<file path="config.mk">
export PLATFORM = sky130hd
export DESIGN_NAME = synth_cmd_responder
export DESIGN_NICKNAME = d
export VERILOG_FILES = /design/src/rtl/synth_cmd_pkg.sv /design/src/rtl/synth_lock_sync.sv /design/src/rtl/synth_settings_store.sv /design/src/rtl/synth_cmd_responder.sv
export SDC_FILE = /design/constraint.sdc
export NUM_CORES = 2
export LEC_CHECK = 0
export BUFFER_PORTS_ARGS = -buffer_cell sky130_fd_sc_hd__buf_2
export CAP_MARGIN = 20
export CORE_MARGIN = 2
export CORE_UTILIZATION = 30
export DETAILED_ROUTE_END_ITERATION = 16
export GPL_ROUTABILITY_DRIVEN = 0
export PLACE_DENSITY = 0.48
export SKIP_LAST_GASP = 1
export SYNTH_ARGS = -nofsm -noshare
export SYNTH_HDL_FRONTEND = slang
export SYNTH_SLANG_ARGS = --single-unit
</file>
<file path="constraint.sdc">
create_clock -name clk -period 13.7 [get_ports clk]
set_input_delay 1.37 -clock clk [delete_from_list [all_inputs] [get_ports clk]]
set_output_delay 1.37 -clock clk [all_outputs]
set_load 0.1 [all_outputs]
</file>
<file path="src/rtl/synth_cmd_pkg.sv">
package synth_cmd_pkg;

  typedef enum logic [2:0] {ST_OP, ST_PAY, ST_SUM, ST_DATA, ST_CODE} state_t;

  typedef enum logic [2:0] {K_NONE, K_SYN, K_REF, K_LBL, K_VCO, K_SEL, K_FLASH} kind_t;

  typedef struct packed {
    logic  rd;
    logic  chb;
    kind_t kind;
  } dec_t;

  localparam logic [7:0] CODE_ACK  = 8'h06;
  localparam logic [7:0] CODE_NACK = 8'h15;

  // Opcode bit 7 = read, bit 3 = channel; the other six bits name the item.
  function automatic dec_t decode_op(input logic [7:0] op);
    dec_t d;
    d.rd   = op[7];
    d.chb  = op[3];
    d.kind = K_NONE;
    case ({op[6:4], op[2:0]})
      6'h00: d.kind = K_SYN;
      6'h01: d.kind = op[3] ? K_NONE : K_REF;
      6'h02: d.kind = K_LBL;
      6'h03: d.kind = K_VCO;
      6'h06: d.kind = op[3] ? K_NONE : K_SEL;
      6'h20: d.kind = (op[3] || op[7]) ? K_NONE : K_FLASH;
      default: d.kind = K_NONE;
    endcase
    return d;
  endfunction

endpackage

</file>
<file path="src/rtl/synth_lock_sync.sv">
module synth_lock_sync #(
  parameter int WIDTH  = 2,
  parameter int STAGES = 2
) (
  input  logic             clk,
  input  logic             rst_n,
  input  logic [WIDTH-1:0] d,
  output logic [WIDTH-1:0] q
);
  logic [WIDTH-1:0] pipe [STAGES];

  for (genvar g = 0; g < STAGES; g++) begin : g_stage
    logic [WIDTH-1:0] src;
    if (g == 0) begin : g_first
      assign src = d;
    end else begin : g_next
      assign src = pipe[g-1];
    end
    always_ff @(posedge clk or negedge rst_n) begin
      if (!rst_n) pipe[g] <= '0;
      else        pipe[g] <= src;
    end
  end

  assign q = pipe[STAGES-1];
endmodule

</file>
<file path="src/rtl/synth_settings_store.sv">
module synth_settings_store #(
  parameter int MEM_BYTES   = 92,
  parameter int STAGE_BYTES = 24,
  localparam int AW = $clog2(MEM_BYTES),
  localparam int LW = $clog2(STAGE_BYTES + 1)
) (
  input  logic                     clk,
  input  logic                     rst_n,
  input  logic                     commit,
  input  logic [AW-1:0]            commit_base,
  input  logic [LW-1:0]            commit_len,
  input  logic [STAGE_BYTES*8-1:0] stage,
  input  logic [AW-1:0]            rd_addr,
  output logic [7:0]               rd_data,
  input  logic                     sel_we,
  input  logic                     sel_d,
  output logic                     sel_q
);
  logic [7:0] mem    [MEM_BYTES];
  logic       wr_en  [MEM_BYTES];
  logic [7:0] wr_byte[MEM_BYTES];

  always_comb begin
    for (int i = 0; i < MEM_BYTES; i++) begin
      wr_en[i]   = commit && (i >= int'(commit_base)) &&
                   (i < int'(commit_base) + int'(commit_len));
      wr_byte[i] = wr_en[i] ? stage[(i - int'(commit_base))*8 +: 8] : mem[i];
    end
  end

  always_ff @(posedge clk or negedge rst_n) begin
    if (!rst_n) begin
      for (int i = 0; i < MEM_BYTES; i++) mem[i] <= '0;
      sel_q <= 1'b0;
    end else begin
      for (int i = 0; i < MEM_BYTES; i++) if (wr_en[i]) mem[i] <= wr_byte[i];
      if (sel_we) sel_q <= sel_d;
    end
  end

  assign rd_data = (int'(rd_addr) < MEM_BYTES) ? mem[rd_addr] : 8'h00;
endmodule

</file>
<file path="src/rtl/synth_cmd_responder.sv">
module synth_cmd_responder
  import synth_cmd_pkg::*;
#(
  parameter int SYN_REGS       = 6,
  parameter int LABEL_BYTES    = 16,
  parameter int TIMEOUT_CYCLES = 1000
) (
  input  logic       clk,
  input  logic       rst_n,
  input  logic       rx_valid,
  input  logic [7:0] rx_data,
  output logic       tx_valid,
  input  logic       tx_ready,
  output logic [7:0] tx_data,
  input  logic       lock_a,
  input  logic       lock_b,
  output logic       flash_store
);
  localparam int REG_BYTES   = SYN_REGS * 4;
  localparam int VCO_BYTES   = 4;
  localparam int REF_BYTES   = 4;
  localparam int CH_BYTES    = REG_BYTES + VCO_BYTES + LABEL_BYTES;
  localparam int MEM_BYTES   = 2 * CH_BYTES + REF_BYTES;
  localparam int STAGE_BYTES = (REG_BYTES > LABEL_BYTES) ? REG_BYTES : LABEL_BYTES;
  localparam int AW = $clog2(MEM_BYTES);
  localparam int LW = $clog2(STAGE_BYTES + 1);
  localparam int TW = $clog2(TIMEOUT_CYCLES + 1);

  state_t state_q, state_d;
  kind_t  kind_q, kind_d;
  logic [AW-1:0] base_q, base_d, nb, ch_off;
  logic [LW-1:0] len_q, len_d, idx_q, idx_d, nl;
  logic [7:0]    sum_q, sum_d, code_q, code_d;
  logic [TW-1:0] timer_q, timer_d;
  logic [STAGE_BYTES*8-1:0] stage_q, stage_d;
  logic flash_q, flash_d, commit, sel_we, sel_q, stage_we;
  logic lock_a_s, lock_b_s, timeout_hit;
  logic [7:0] rd_data, status, data_byte;
  dec_t dec;

  synth_lock_sync #(.WIDTH(2), .STAGES(2)) u_sync (
    .clk(clk), .rst_n(rst_n), .d({lock_b, lock_a}), .q({lock_b_s, lock_a_s}));

  synth_settings_store #(.MEM_BYTES(MEM_BYTES), .STAGE_BYTES(STAGE_BYTES)) u_store (
    .clk(clk), .rst_n(rst_n), .commit(commit), .commit_base(base_q),
    .commit_len(len_q), .stage(stage_q), .rd_addr(base_q + AW'(idx_q)),
    .rd_data(rd_data), .sel_we(sel_we), .sel_d(stage_q[0]), .sel_q(sel_q));

  // Opcode decode into base address and length
  always_comb begin
    dec    = decode_op(rx_data);
    ch_off = dec.chb ? AW'(CH_BYTES) : '0;
    nb     = '0;
    nl     = '0;
    case (dec.kind)
      K_SYN:   begin nb = ch_off;                                nl = LW'(REG_BYTES);   end
      K_VCO:   begin nb = ch_off + AW'(REG_BYTES);               nl = LW'(VCO_BYTES);   end
      K_LBL:   begin nb = ch_off + AW'(REG_BYTES + VCO_BYTES);   nl = LW'(LABEL_BYTES); end
      K_REF:   begin nb = AW'(2 * CH_BYTES);                     nl = LW'(REF_BYTES);   end
      K_SEL:   nl = LW'(1);
      default: nl = '0;
    endcase
  end

  assign status      = {2'b00, lock_a_s, lock_b_s, 3'b000, sel_q};
  assign data_byte   = (kind_q == K_SEL) ? status : rd_data;
  assign timeout_hit = (timer_q == TW'(TIMEOUT_CYCLES - 1));

  always_comb begin
    tx_valid = 1'b0;
    tx_data  = 8'h00;
    case (state_q)
      ST_DATA: begin tx_valid = 1'b1; tx_data = (idx_q == len_q) ? sum_q : data_byte; end
      ST_CODE: begin tx_valid = 1'b1; tx_data = code_q; end
      default: ;
    endcase
  end

  // Next-state logic
  always_comb begin
    state_d = state_q; kind_d = kind_q; base_d = base_q; len_d = len_q;
    idx_d = idx_q; sum_d = sum_q; code_d = code_q; timer_d = timer_q;
    stage_d = stage_q; stage_we = 1'b0; flash_d = 1'b0;
    commit = 1'b0; sel_we = 1'b0;
    case (state_q)
      ST_OP: if (rx_valid) begin
        kind_d = dec.kind; base_d = nb; len_d = nl;
        idx_d = '0; timer_d = '0; sum_d = rx_data;
        if (dec.kind == K_NONE) begin
          code_d = CODE_NACK; state_d = ST_CODE;
        end else if (dec.rd) begin
          sum_d = 8'h00; state_d = ST_DATA;
        end else begin
          state_d = (nl == '0) ? ST_SUM : ST_PAY;
        end
      end
      ST_PAY: if (rx_valid) begin
        stage_we = 1'b1;
        stage_d[int'(idx_q)*8 +: 8] = rx_data;
        sum_d = sum_q + rx_data; idx_d = idx_q + 1'b1; timer_d = '0;
        if (idx_q == len_q - 1'b1) state_d = ST_SUM;
      end else if (timeout_hit) begin
        state_d = ST_OP;
      end else begin
        timer_d = timer_q + 1'b1;
      end
      ST_SUM: if (rx_valid) begin
        state_d = ST_CODE; idx_d = '0;
        if (rx_data == sum_q) begin
          code_d = CODE_ACK;
          case (kind_q)
            K_SEL:   sel_we  = 1'b1;
            K_FLASH: flash_d = 1'b1;
            default: commit  = 1'b1;
          endcase
        end else begin
          code_d = CODE_NACK;
        end
      end else if (timeout_hit) begin
        state_d = ST_OP;
      end else begin
        timer_d = timer_q + 1'b1;
      end
      ST_DATA: if (tx_ready) begin
        sum_d = sum_q + tx_data; idx_d = idx_q + 1'b1;
        if (idx_q == len_q) state_d = ST_OP;
      end
      ST_CODE: if (tx_ready) state_d = ST_OP;
      default: state_d = ST_OP;
    endcase
  end

  always_ff @(posedge clk or negedge rst_n) begin
    if (!rst_n) begin
      state_q <= ST_OP;  kind_q <= K_NONE; base_q <= '0; len_q <= '0;
      idx_q <= '0; sum_q <= '0; code_q <= '0; timer_q <= '0; flash_q <= 1'b0;
    end else begin
      state_q <= state_d; kind_q <= kind_d; base_q <= base_d; len_q <= len_d;
      idx_q <= idx_d; sum_q <= sum_d; code_q <= code_d; timer_q <= timer_d;
      flash_q <= flash_d;
    end
  end

  always_ff @(posedge clk) begin
    if (stage_we) stage_q <= stage_d;
  end

  assign flash_store = flash_q;
endmodule

</file>
==> impl_results.md <==
- Pwr dens: between 150 and 200 nW/um2
- Hold path startpoint: u_sync.g_stage[1].src[0]$_DFF_PN0_
- Tcrit/Tclk final: 0.542
- P_leak: about 24 nW
- Most frequent cells in the layout: nand2_1, dfrtp_1, o21ai_0
- Synth cell types: between 70 and 80
- Die width: between 400 and 500 um
- Synth Net Count: between 5000 and 6000
- Main flop type after synthesis: dfrtp_1
- CTS H-tree lvls: 3
- Routed vias/inst: about 5.6
- Sequential cell area fraction in the yosys report: 0.469
- Crit Reg-Reg Endpoint: sum_q[7]$_DFFE_PN0P_
- CTS resizes: 0
- Crit-path max FO: 42
- XOR/XNOR share of the synthesized area: 0.00955
- Share of post-route cells with drive strength above 1: 0.142
- R2R depth: 18
- Main combinational cell family by area after synthesis: simple AND/OR/NAND/NOR gates
- Post-Syn Area per Cell: approximately 9.8 um2
- Congestion Overflow GR: 0
- Layout Area Growth over Synthesis: 11.7%
- CTS clock-pin slew for the worst setup and hold paths: approximately 0.070 ns
- Max VDD drop: approximately 0.00012 V
- DRT Pass-1 Iters: 6
- Cells after synthesis: 5511
- FMAX: 135 MHz
- Outcome: complete, no violations
- Vias in the first global route: a little over 40000
- Top delay family on crit path: buffers and inverters
- RR Startpoint: idx_q[0]$_DFFE_PN0P_
- Final WL: 227000 um
- Final Hold Viols: 0
- Initial DRC count: a little over 5000
- Fillers: 18200
- RSZ-0062 raised after global routing: false
- Core Region: 179000 um2
- WP data arrival: 6.06 ns
- Worst Setup SP: idx_q[0]$_DFFE_PN0P_
- CP required: 12.33 ns
- Port Buffers: 23
- Worst hold path cell count: 0
- Slowest CP cell: dfrtp_4
- CP Class: flip-flop to output port
- Antenna Nets Post-Route: 0
- Synth async-reset ratio: 0.803
- CTS tree: done
- DPL Wire Length: between 150000 and 200000 um
- Setup-failing EPs final: 0
- Die height: 429 um
- Endpoint, Worst Hold: u_sync.q[0]$_DFF_PN0_
- Hold_buf cts: 0
- Final Max Tran Viols: 0
- Initial antenna violation count: 10
- Critical path endpoint category: output port
- Clock buffer depth: 3
- Placed Instances: approximately 7500
- Max-Cap Viols: 0
- Setup tns final: 0 ns
- Min cycle time layout: roughly 7.4 ns
- Post-synthesis mux area share: 0.160
- Row cnt: around 160
- Via count: between 40000 and 50000
- CP Cell Sequence: buf_4 -> buf_4 -> mux4_2 -> mux4_2 -> a211oi_1 -> a211oi_1 -> a22oi_1 -> nor2_1 -> a31o_1 -> buf_2
- Leading cell type in the layout, fill and taps excluded: nand2_1
- Nets: about 5400
- R2R setup slack: roughly 6.9 ns
- CTS Buf Count: 107
- Synth Area in Adders: 0.0106
- Effective utilization at floorplan: 0.303
- Startpoint Class: flip-flop
- First-pass GRT wire length: about 320000 um
- Area taken by multi-input logic gates: ~27000 um2
- Worst slew pin tran: around 1.3 ns
- Critical Path Max Stage Delay: 0.82 ns
- Full die area: approximately 180000 um2
- All-Layer GR Usage: 0.244
- Ports: 24
- Storage cell area: approximately 25000 um2
- Post-synthesis compound-gate area fraction: 0.134
- CTS sink count: around 980
- Worst slew margin relative to its limit: 0.124
- Largest net degree at the start of global routing: about 170
- YS warnings: 0
- Hold Path Class: flip-flop to flip-flop
- Mapped Area: between 50000 and 60000 um2
- Clk_skew: slightly below 0.04 ns
- Post-Synth Simple-Gate Area: 0.178
- CP bufs+invs: 3
- Yosys reg bits: 975
- Post-synth EDFFs: ~190
- Finished Layout Cells: between 7000 and 8000
- Avg WL per Cell: approximately 29 um
- Clk_lat worst skew: 0.76 ns
- Root Driver: clkbuf_16
- Post-CTS setup buffer count: 0
- DR DRC count: 0
## state kept, by name, indices dropped and copies added, names as in the netlist
signal / flops
flash_store: 1
u_sync.q: 2
len_q: 4
sum_q: 8
u_sync.g_stage.src: 2
base_q: 5
kind_q: 3
idx_q: 5
code_q: 3
u_store.mem: 736
stage_q: 192
timer_q: 10
u_store.sel_q: 1
state_q: 3
## how the worst max path moves through the flow
stage	endpoint	slack, ns	cells after the start
after global placement	sum_q[7]$_DFFE_PN0P_	7.00	18
after floorplan	sum_q[6]$_DFFE_PN0P_	8.19	19
final	tx_data[1]	6.27	10
after global routing	tx_data[1]	6.07	10
after detailed placement	sum_q[7]$_DFFE_PN0P_	7.04	18
after CTS	tx_data[1]	6.28	10
## synthesized netlist by cell type (7+ instances only)
library cell | count | area (um2)
nand2b_1 | 100 | 626
nor3_1 | 455 | 2280
mux2_2 | 27 | 304
nor4_1 | 7 | 43.8
nand3_1 | 45 | 225
ha_1 | 41 | 513
dfrtp_1 | 783 | 19600
buf_1 | 52 | 195
o21ai_1 | 7 | 35.0
nand2_1 | 1266 | 4750
and2_1 | 22 | 138
inv_1 | 32 | 120
buf_4 | 9 | 67.6
or3_1 | 89 | 557
o21ai_0 | 700 | 3500
a31oi_1 | 17 | 106
clkbuf_1 | 379 | 1420
o211ai_1 | 24 | 180
nor2b_1 | 17 | 106
and3_1 | 7 | 43.8
a21o_1 | 193 | 1450
edfxtp_1 | 192 | 5770
xnor2_1 | 38 | 333
a211oi_1 | 10 | 75.1
nor2_1 | 159 | 597
mux4_2 | 326 | 7340
buf_2 | 44 | 220
nand4_1 | 10 | 62.6
mux2i_1 | 100 | 1000
buf_6 | 9 | 101
o31ai_1 | 75 | 563
xor2_1 | 21 | 184
a21oi_1 | 175 | 876
a22oi_1 | 10 | 75.1
## power by group
group          total, W  internal [W]  switching (W)
registers       0.00309       0.00299       0.000106
logic           0.00295      0.000814        0.00214
clock network   0.00303       0.00175        0.00128
## per-stage QoR
step | instance area, um2 | hold WS [ns] | power, W | utilization | setup WS, ns
2_1_floorplan | 54100 | 0.331 | 0.00488 | - | 8.19
3_3_place_gp | 56500 | 0.334 | 0.00603 | 0.316 | 7.00
3_5_place_dp | 56700 | 0.338 | 0.00607 | 0.317 | 7.04
4_1_cts | 60300 | 0.352 | 0.00909 | 0.337 | 6.28
5_1_grt | 60400 | 0.354 | 0.00939 | 0.338 | 6.07
6_report | 60400 | 0.351 | 0.00908 | 0.338 | 6.27
## per-layer routing
layer | vias up | global-route usage | wire, um
li1 | 19300 | - | -
met2 | 1916 | 0.348 | 95600
met3 | 331 | 0.0585 | 21500
met5 | - | 0 | 11
met4 | 2 | 0.149 | 15600
met1 | 22000 | 0.334 | 94600
## cells by family after synthesis
logic type | Yosys count
flops | 975
compound gates | 1253
simple gates | 2200
fa+ha+maj | 44
mux | 453
buf+inv | 527
xor+xnor | 59
## final cells by class
class,instances,area share
multi-input combinational,4009,0.445
clock buffer,154,0.0513
inverter,33,0.00205
sequential,975,0.420
timing repair buffer,183,0.0250
tap,2355,0.0488
clock inverter,37,0.00756
antenna,8,0.000331
No activity file was read; power rests on OpenSTA's default activity.
